[config.mk]
export PLATFORM = sky130hd
export DESIGN_NAME = flash_line_cache
export DESIGN_NICKNAME = d
export VERILOG_FILES = /design/src/rtl/flash_line_cache.sv
export SDC_FILE = /design/constraint.sdc
export NUM_CORES = 1
export LEC_CHECK = 0
export ABC_AREA = 0
export BUFFER_PORTS_ARGS = -buffer_cell sky130_fd_sc_hd__buf_2
export CAP_MARGIN = 5
export CORE_UTILIZATION = 60
export CTS_BUF_LIST = sky130_fd_sc_hd__clkbuf_4 sky130_fd_sc_hd__clkbuf_8 sky130_fd_sc_hd__clkbuf_16
export DETAILED_ROUTE_END_ITERATION = 8
export PLACE_DENSITY = 0.82
export SLEW_MARGIN = 10
export SYNTH_ARGS = -nofsm -noshare
export SYNTH_HDL_FRONTEND = slang
export SYNTH_SLANG_ARGS = --single-unit
[constraint.sdc]
create_clock -name clk -period 8.73 [get_ports clk]
set_input_delay 0.873 -clock clk [delete_from_list [all_inputs] [get_ports clk]]
set_output_delay 0.873 -clock clk [all_outputs]
set_load 0.02 [all_outputs]
[src/rtl/flash_line_cache.sv]
module flash_line_cache #(
  parameter int AW   = 16,
  parameter int WS_W = 4
) (
  input  logic            clk,
  input  logic            rst_n,
  input  logic            rd_req,
  input  logic [AW-3:0]   rd_word,
  output logic            rd_ready,
  output logic [31:0]     rd_data,
  input  logic [WS_W-1:0] wait_states,
  input  logic            spec_en,
  input  logic            evt_cfg,
  input  logic            evt_init,
  input  logic            evt_latch,
  input  logic            evt_index,
  output logic            arr_rd,
  output logic [AW-5:0]   arr_line,
  input  logic [127:0]    arr_data
);
  localparam int TW = AW - 4;

  typedef enum logic [1:0] {S_IDLE, S_DEMAND, S_SPEC} st_t;

  st_t             st_q;
  logic [1:0]      vld_q;
  logic [TW-1:0]   tag_q  [2];
  logic [127:0]    line_q [2];
  logic            lru_q, way_q;
  logic [TW-1:0]   fa_q;
  logic [WS_W-1:0] cnt_q;

  wire          flush    = evt_cfg | evt_init | evt_latch | evt_index;
  wire [TW-1:0] req_line = rd_word[AW-3:2];
  wire [1:0]    wsel     = rd_word[1:0];
  wire          hit0     = vld_q[0] && (tag_q[0] == req_line);
  wire          hit1     = vld_q[1] && (tag_q[1] == req_line);
  wire          hit      = hit0 | hit1;
  wire          hit_way  = hit1;
  wire          busy     = (st_q != S_IDLE);

  wire fill_due = busy && (cnt_q == '0) && !flush;
  wire fwd      = fill_due && rd_req && (req_line == fa_q);
  wire hit_ok   = rd_req && hit && (st_q != S_DEMAND) && !flush;

  assign rd_ready = hit_ok | fwd;

  wire          acc_way  = fwd ? way_q : hit_way;
  wire [TW-1:0] nxt_line = req_line + 1'b1;
  wire          nxt_res  = vld_q[~acc_way] && (tag_q[~acc_way] == nxt_line);

  wire cancel   = (st_q == S_SPEC) && hit_ok && (hit_way == way_q);
  wire fill     = fill_due && !cancel;
  wire trig     = spec_en && rd_ready && !nxt_res && ((st_q == S_IDLE) || fwd);
  wire miss_new = rd_req && !hit && !flush &&
                  ((st_q == S_IDLE) || ((st_q == S_SPEC) && (req_line != fa_q)));

  logic lru_d;
  always_comb begin
    lru_d = lru_q;
    if (rd_ready)  lru_d = ~acc_way;
    else if (fill) lru_d = way_q;
  end

  wire [127:0] sel_line = fwd ? arr_data : line_q[hit_way];
  assign rd_data  = sel_line[{wsel, 5'b0} +: 32];
  assign arr_rd   = busy;
  assign arr_line = fa_q;

  always_ff @(posedge clk or negedge rst_n) begin
    if (!rst_n) begin
      st_q      <= S_IDLE;
      vld_q     <= '0;
      tag_q[0]  <= '0;
      tag_q[1]  <= '0;
      line_q[0] <= '0;
      line_q[1] <= '0;
      lru_q     <= 1'b0;
      way_q     <= 1'b0;
      fa_q      <= '0;
      cnt_q     <= '0;
    end else if (flush) begin
      vld_q <= '0;
      st_q  <= S_IDLE;
    end else begin
      if (fill) begin
        line_q[way_q] <= arr_data;
        tag_q[way_q]  <= fa_q;
        vld_q[way_q]  <= 1'b1;
      end
      lru_q <= lru_d;
      if (miss_new) begin
        st_q  <= S_DEMAND;
        fa_q  <= req_line;
        cnt_q <= wait_states;
        way_q <= lru_d;
      end else if (trig) begin
        st_q  <= S_SPEC;
        fa_q  <= nxt_line;
        cnt_q <= wait_states;
        way_q <= ~acc_way;
      end else if (fill || cancel) begin
        st_q <= S_IDLE;
      end else if (busy) begin
        cnt_q <= cnt_q - 1'b1;
      end
    end
  end
endmodule

# == Word-level counts from Yosys, hierarchy flattened ==
# Cells that the tools add are included.
# op_classes
n_addsub,2
magnitude_cmp,7
n_eq_ne,9
n_shift,1
mux,34
n_bitwise,11
n_reduce_logical,39
# op_table
cell,count
$mux W128,5
$bwmux W256,1
$demux W128 S1,1
$shiftx A128 B8 Y32,1
$mux W12,6
$eq A12 B12 Y1,4
$bwmux W24,1
$logic_and A1 B1 Y1,22
$mux W4,4
$add A12 B1 Y12 const B,1
$demux W12 S1,1
$mux W2,6
$ne A12 B12 Y1,1
$mux W1,8
$ge A2 B2 Y1 const B,3
$not A1 Y2,3
$reduce_bool A2 Y1,3
$or A1 B1 Y1,5
$logic_not A1 Y1,4
$logic_not A4 Y1,1
$lt A1 B2 Y1 const B,2
$reduce_and A2 Y1,2
$reduce_bool A4 Y1,1
$sub A4 B1 Y4 const B,1
other kinds (13),16
# totals
reg_bits,302
input_bits,154
elab_cells,113

# == Longest topological paths before layout ==
# Gate-level depths: netlist of run 1.
# logic_depth
depth_word,21
ltp_mapped,12
depth_no_buf,11

# == Least setup slack after synthesis of run 1 ==
# Ideal clock, no wire load.
# synth_path
path_type,input -> output
start,in rd_word[9]
end,out rd_data[24]
arrival_time_ns,3.617
setup_slack_ns,4.240
stages,9
path_buffers,3
cell_sequence,clkbuf_1 > xnor2_1 > nand4_1 > nor4_2 > clkbuf_1 > clkbuf_1 > mux4_2 > mux2i_1 > o21ai_0
# synth_between
elab_chain_len,8
# synth_rtl
element,line_no,source
"start, declared",8,"input logic [AW-3:0] rd_word,"
$eq A12 B12 Y1,37,wire hit1 = vld_q[1] && (tag_q[1] == req_line);
$logic_and A1 B1 Y1,37,
$not A1 Y2 (not written as such),65,wire [127:0] sel_line = fwd ? arr_data : line_q[hit_way];
$mux W128 (not written as such) (3 in a row),65,
$mux W128 *,65,
$shiftx A128 B8 Y32 *,66,"assign rd_data = sel_line[{wsel, 5'b0} +: 32];"
"end, declared",10,"output logic [31:0] rd_data,"
# Mark *: on every way between the ends. The rest lies on a longest branch, timed or not. The select of a mux whose other input is x is not followed.

# == Final worst setup path of run 1 ==
# layout_path
start,in rd_word[6]
end,reg line_q[237] (netlist name)
# layout_between
elab_chain_len,11
# layout_rtl
element,line_no,source
$eq A12 B12 Y1 (on tied branches),"36, 37",
$logic_and A1 B1 Y1 (on tied branches),"36, 37",
$or A1 B1 Y1,38,wire hit = hit0 | hit1;
$logic_and A1 B1 Y1 (3 in a row),44,wire hit_ok = rd_req && hit && (st_q != S_DEMAND) && !flush;
$logic_and A1 B1 Y1,52,wire cancel = (st_q == S_SPEC) && hit_ok && (hit_way == way_q);
$logic_and A1 B1 Y1 *,52,
$logic_not A1 Y1 *,53,wire fill = fill_due && !cancel;
$logic_and A1 B1 Y1 *,53,
$reduce_and A2 Y1 (no line) *,--,
"end signal, assigned by index",87,line_q[way_q] <= arr_data;
"end, declared",28,logic [127:0] line_q [2];
# Mark *: on every way between the ends. The rest lies on a longest branch, timed or not.
# A chain may end at the register's enable or synchronous reset.

==> flow_summary.json, run 1 <==
{
  "status": "completed",
  "dp_slack_ps": 3520,
  "p_sw_mw": 0.741,
  "gp_congestion": 0.918,
  "core_area_sq_mm": 0.0253,
  "syn_area_sq_mm": 0.0155,
  "finalCritPeriodShare_pct": 54.7,
  "synth-compound-area-share_pct": 3.08,
  "maxSlewHeadroom_pct": 24.6,
  "r2r-end": "line_q[237]$_DFFE_PN0P_",
  "max_freq_ghz": 0.209,
  "p_sw_share_pct": 23.1,
  "die_w_um": 163,
  "worstPathArrival_ps": 5160,
  "cts_resized": 0,
  "hold_viol_final": 0,
  "clockRootBuffer": "clkbuf_16",
  "drt-total-wl_mm": 33.7,
  "finalSetupTns_ps": 0,
  "yosys.area_share.adder_pct": 0.242,
  "async_flop_share_pct": 100,
  "syn-num-nets": 1251,
  "initial_utilization_pct": 61.4,
  "p_leak_nw": 8.63,
  "synth-main-ff-cell": "dfrtp_1",
  "drive_above_1_share_pct": 51.8,
  "synth_edf_count": 0,
  "rsz0062_at_grt": "false",
  "max-cap-violations": 0,
  "cts_buffer_depth": 3,
  "ant_nets": 0,
  "layout.nets": 1417,
  "layout_common_cells": "dfrtp_1 (302), mux2_2 (283), buf_2 (196)",
  "yosysWarnings": 0,
  "io_pins": 200,
  "p_int_mw": 2.47,
  "dp_hpwl_mm": 21.6,
  "htree_num_levels": 2,
  "synth.area.mux_share_pct": 37.2,
  "powerDensity_mw_per_mm2": 179,
  "ir_worst_vdd_mv": 0.153,
  "yosysTopAreaCell": "dfrtp_1",
  "cts.hold.buffers_added": 0,
  "synth_top_family_by_area": "multiplexers",
  "vias": 9890,
  "ys_seq_elements": 302,
  "clk_pin_slew_worst_paths_ps": 60,
  "r2r_slack_ps": 4090,
  "cts_num_sinks": 302,
  "cp-start-kind": "input pin",
  "ys_types": 56,
  "clkPwrFrac_pct": 45.4,
  "areaGrowthSynthToFinish_pct": 15.4,
  "drv_slew": 0,
  "cts_tree": "yes",
  "drc": 0,
  "tightestPinTransition_ps": 1130,
  "vias_per_cell": 6.11,
  "clock_latency_ps": 500,
  "postCtsSetupBuffers": 0,
  "holdCritPathClass": "in2async",
  "grt_pass1_wl_mm": 54.9,
  "port_buffers": 199,
  "power_frac_seq_pct": 45.7,
  "timing.rr.start": "tag_q[4]$_DFFE_PN0P_",
  "setup_violations": 0,
  "multi_input_area_sq_mm": 0.00758,
  "cp_max_fo": 70,
  "antenna_found_initial": 5,
  "dieArea_sq_mm": 0.0265,
  "drt_iter0_drc": 791,
  "gr-total-overflow": 0,
  "fin_util_pct": 70.8,
  "min_period_ps": 4780,
  "synthSimpleGateAreaFrac_pct": 4.45,
  "first_pass_iters": 6,
  "postSynthCellCount": 1094,
  "postSynthAreaPerCell_sq_um": 14.2,
  "fin_ws_ps": 3950,
  "grt_pass1_vias": 10500,
  "cts_buffers": 34,
  "cp-end-kind": "register",
  "r2r_cells": 10,
  "register_area_sq_mm": 0.00756,
  "grt_max_degree": 162,
  "synth_xor_area_share_pct": 3.71,
  "rows": 58,
  "routedWlPerCell_um": 20.8,
  "synth_top_area_share_pct": 48.8,
  "synth_area_leaders": "dfrtp_1 (49%), mux2_2 (21%), mux4_2 (14%)",
  "die_h_um": 163,
  "ys_seq_area_share_pct": 48.8,
  "fill_cells": 1654,
  "combPwrFrac_pct": 9.0,
  "skew_ps": 12.9,
  "final_common_cell": "dfrtp_1",
  "grt.total_usage_pct": 26.4,
  "required_ps": 9110,
  "criticalPathCategory": "in2reg"
}
worst max-delay path: stages:
cell	delay [ps]
buf_2	160
xnor2_1	260
nand4_1	210
nor4_4	290
buf_4	860
xnor2_1	200
nor4_1	140
a2111oi_2	430
buf_4	440
buf_4	730
mux2_2	430
Yosys cell counts (3+ instances only):
master / n
nor4_1: 12
nand2_1: 55
mux2i_1: 38
buf_2: 11
buf_1: 9
mux4_2: 96
xnor3_1: 3
nor2_1: 20
clkbuf_1: 57
mux2_2: 283
nand2b_1: 3
o21ai_0: 40
ha_1: 3
xor2_1: 24
dfrtp_1: 302
nand3_1: 13
inv_1: 13
a21o_1: 5
nand4_1: 7
nor3_1: 9
a21oi_1: 10
xnor2_1: 34
and3_1: 7
kinds of logic after synthesis:
logic type,after synthesis
AOI/OAI and AO/OA,76
buffers and inverters,95
and+or+nand+nor,138
muxes,419
adders and majority gates,3
xor gates and xnor gates,61
DFF,302
stage by stage:
stage	hold slack, ps	cells	total power, mW	instance area, sq um
floorplan	475	1094	1.64	15500
global placement	484	1554	1.77	16700
detailed placement	491	1554	1.78	16700
CTS	385	1612	3.24	17900
global route	422	1613	3.31	17900
finish	350	1618	3.21	17900
state kept, by name, summed over array words and instances, names as in the netlist:
| signal | cells |
|---|---|
| arr_line | 12 |
| cnt_q | 4 |
| tag_q | 24 |
| st_q | 2 |
| lru_q | 1 |
| way_q | 1 |
| line_q | 256 |
| vld_q | 2 |
how the worst max path moves through the flow:
stage / startpoint / to / slack (ps)
final: rd_word[6] / line_q[237]$_DFFE_PN0P_ / 3950
after global routing: rd_word[9] / line_q[237]$_DFFE_PN0P_ / 3800
after CTS: rd_word[6] / line_q[237]$_DFFE_PN0P_ / 4020
after detailed placement: rd_word[6] / line_q[174]$_DFFE_PN0P_ / 3520
after global placement: rd_word[9] / line_q[211]$_DFFE_PN0P_ / 3640
after floorplan: rd_word[9] / rd_data[24] / 4240
power by group through the flow:
stage	combinational (mW)	clock, mW	sequential [mW]
2_1_floorplan	0.151	0	1.49
3_3_place_gp	0.282	0	1.49
3_5_place_dp	0.287	0	1.49
4_1_cts	0.290	1.48	1.46
5_1_grt	0.314	1.53	1.47
6_report	0.287	1.45	1.46
final cells by class:
class | count | area share (%)
Multi-Input combinational cell | 697 | 42.4
Clock inverter | 9 | 0.693
Inverter | 14 | 0.294
Clock buffer | 49 | 5.76
Sequential cell | 302 | 42.2
Tap cell | 330 | 2.31
Timing Repair Buffer | 211 | 6.25
Antenna cell | 6 | 0.0839
layer usage:
layer  vias up  GRT usage (%)  part of all wire, %
met5         -              0                0.068
met3        66           4.61                  5.3
met4         4           8.54                  2.4
li1       4415              -                    -
met2       288           43.9                   50
met1      5117           35.6                   42
Note: power is estimated with default switching activity, not from simulation.
==> inputs of run 2 (changes only) <==
CORE_UTILIZATION = 59   (was 60)
PLACE_DENSITY = 0.81   (was 0.82)
clock period = 4.54 ns   (was 8.73 ns; I/O delays follow)
==> flow_summary.json, run 2 (synthesis results as in run 1) <==
{
  "status": "completed",
  "worst-path-buf-inv": 2,
  "first_pass_iters": 5,
  "die_w_um": 164,
  "cpLargestDelayFamily": "simple AND/OR/NAND/NOR gates",
  "vias_per_cell": 6.08,
  "initial_utilization_pct": 60.8,
  "worstPathArrival_ps": 3470,
  "r2r_slack_ps": 870,
  "final_common_cell": "dfrtp_1",
  "max_freq_ghz": 0.255,
  "timing.rr.start": "cnt_q[0]$_DFFE_PN0P_",
  "met1_usage_pct": 33.7,
  "hold_viol_final": 0,
  "layout.nets": 1423,
  "layout_common_cells": "dfrtp_1 (302), mux2_2 (283), buf_2 (196)",
  "postCtsSetupBuffers": 0,
  "maxSlewHeadroom_pct": 26.6,
  "criticalPathCategory": "reg2out",
  "setup_violations": 0,
  "min_period_ps": 3930,
  "clockRootBuffer": "clkbuf_16",
  "vias": 9864,
  "finalSetupTns_ps": 0,
  "drt-total-wl_mm": 33.5,
  "clk_pin_slew_worst_paths_ps": 60,
  "r2r-end": "arr_line[6]$_DFFE_PN0P_",
  "die_h_um": 164,
  "r2r_cells": 12,
  "cp-end-kind": "primary output",
  "drc": 0,
  "fill_cells": 1719,
  "rsz0062_at_grt": "false",
  "cpPeakStageDelay_ps": 610,
  "grt.total_usage_pct": 25.9,
  "cp.depth": 8,
  "fin_util_pct": 70.8,
  "cts_num_sinks": 302,
  "ir_worst_vdd_mv": 0.341,
  "finalCritPeriodShare_pct": 86.5,
  "crit_slowest_cell": "nor4_4",
  "cts.hold.buffers_added": 0,
  "io_pins": 200,
  "gr-total-overflow": 0,
  "grt_pass1_wl_mm": 54.5,
  "port_buffers": 199,
  "cp-start-kind": "register",
  "path_cells": "xnor2_1, nand4_1, nor4_4, buf_4, mux4_2, mux2i_1, o21ai_0, buf_2",
  "htree_num_levels": 2,
  "gp_congestion": 0.942,
  "cts_buffer_depth": 3,
  "holdCritPathClass": "in2async",
  "powerDensity_mw_per_mm2": 348,
  "max-cap-violations": 0,
  "clock_latency_ps": 500,
  "grt_use_met3_pct": 5.18,
  "startpoint": "tag_q[2]$_DFFE_PN0P_",
  "cp_max_fo": 35,
  "regMostFlops": "line_q",
  "dieArea_sq_mm": 0.0269,
  "tightestPinTransition_ps": 1100,
  "ant_nets": 0,
  "grt_max_degree": 122,
  "top_usage_layer": "met2",
  "cts_resized": 0,
  "largest_reg_flops": 256,
  "rows": 58,
  "routedWlPerCell_um": 20.7,
  "drt_iter0_drc": 661,
  "skew_ps": 10.7,
  "drive_above_1_share_pct": 52.1,
  "grt_pass1_vias": 10600,
  "core_area_sq_mm": 0.0255,
  "cts_buffers": 34,
  "hold_ws_ps": 32.0,
  "use_met2_pct": 43.8,
  "p_leak_nw": 8.68,
  "drv_slew": 0,
  "required_ps": 4090,
  "worstSetupEndpoint": "rd_data[12]",
  "antenna_found_initial": 7,
  "cts_tree": "yes",
  "dp_hpwl_mm": 21.8,
  "areaGrowthSynthToFinish_pct": 16.4
}
[run 2: changes by cell type in the layout (fill, tap and decap cells not counted), sizes merged]
cell	delta
clkinvlp	+3
diode	-2
buf	+6
bufinv	+3
clkbuf	-6
clkinv	+1
[run 2: through the flow]
stage                     instances  setup slack, ps  power, mW  area, sq um
after global placement         1560              837       3.40        16800
final                          1623              612       6.27        18000
after global routing           1620              413       6.50        18000
after detailed placement       1560              789       3.42        16800
after floorplan                1094              754       3.16        15500
after CTS                      1619              597       6.34        18000
[run 2: how the worst min path moves through the flow]
stage,start,endpoint,slack [ps],cells past startpoint
2_1_floorplan,rst_n,arr_line[0]$_DFFE_PN0P_,160,0
3_3_place_gp,line_q[1]$_DFFE_PN0P_,line_q[1]$_DFFE_PN0P_,480,1
3_5_place_dp,line_q[15]$_DFFE_PN0P_,line_q[15]$_DFFE_PN0P_,490,1
4_1_cts,rst_n,tag_q[16]$_DFFE_PN0P_,80,1
5_1_grt,rst_n,line_q[189]$_DFFE_PN0P_,120,1
6_report,rst_n,tag_q[13]$_DFFE_PN0P_,30,1
[run 2: power by group]
part	switching, mW	internal [mW]	total (mW)
registers	0.0637	2.75	2.82
clock network	1.07	1.83	2.90
logic	0.308	0.246	0.554
[run 2: cell type report]
class | count | area, sq um | share of cell area [%]
Multi-Input combinational cell | 697 | 7580 | 42.0
Sequential cell | 302 | 7560 | 41.9
Timing Repair Buffer | 217 | 1220 | 6.79
Clock buffer | 43 | 955 | 5.29
Tap cell | 330 | 413 | 2.29
Clock inverter | 16 | 241 | 1.34
Inverter | 14 | 52.6 | 0.291
Antenna cell | 4 | 10.0 | 0.0555
[run 2: metal layers]
metal / vias to the layer above / wire (um) / part of all wire [%]
li1: 4425 / - / -
met1: 5100 / 14000 / 42
met2: 268 / 16900 / 50
met3: 65 / 1840 / 5.5
met4: 6 / 697 / 2.1
met5: - / 34 / 0.10
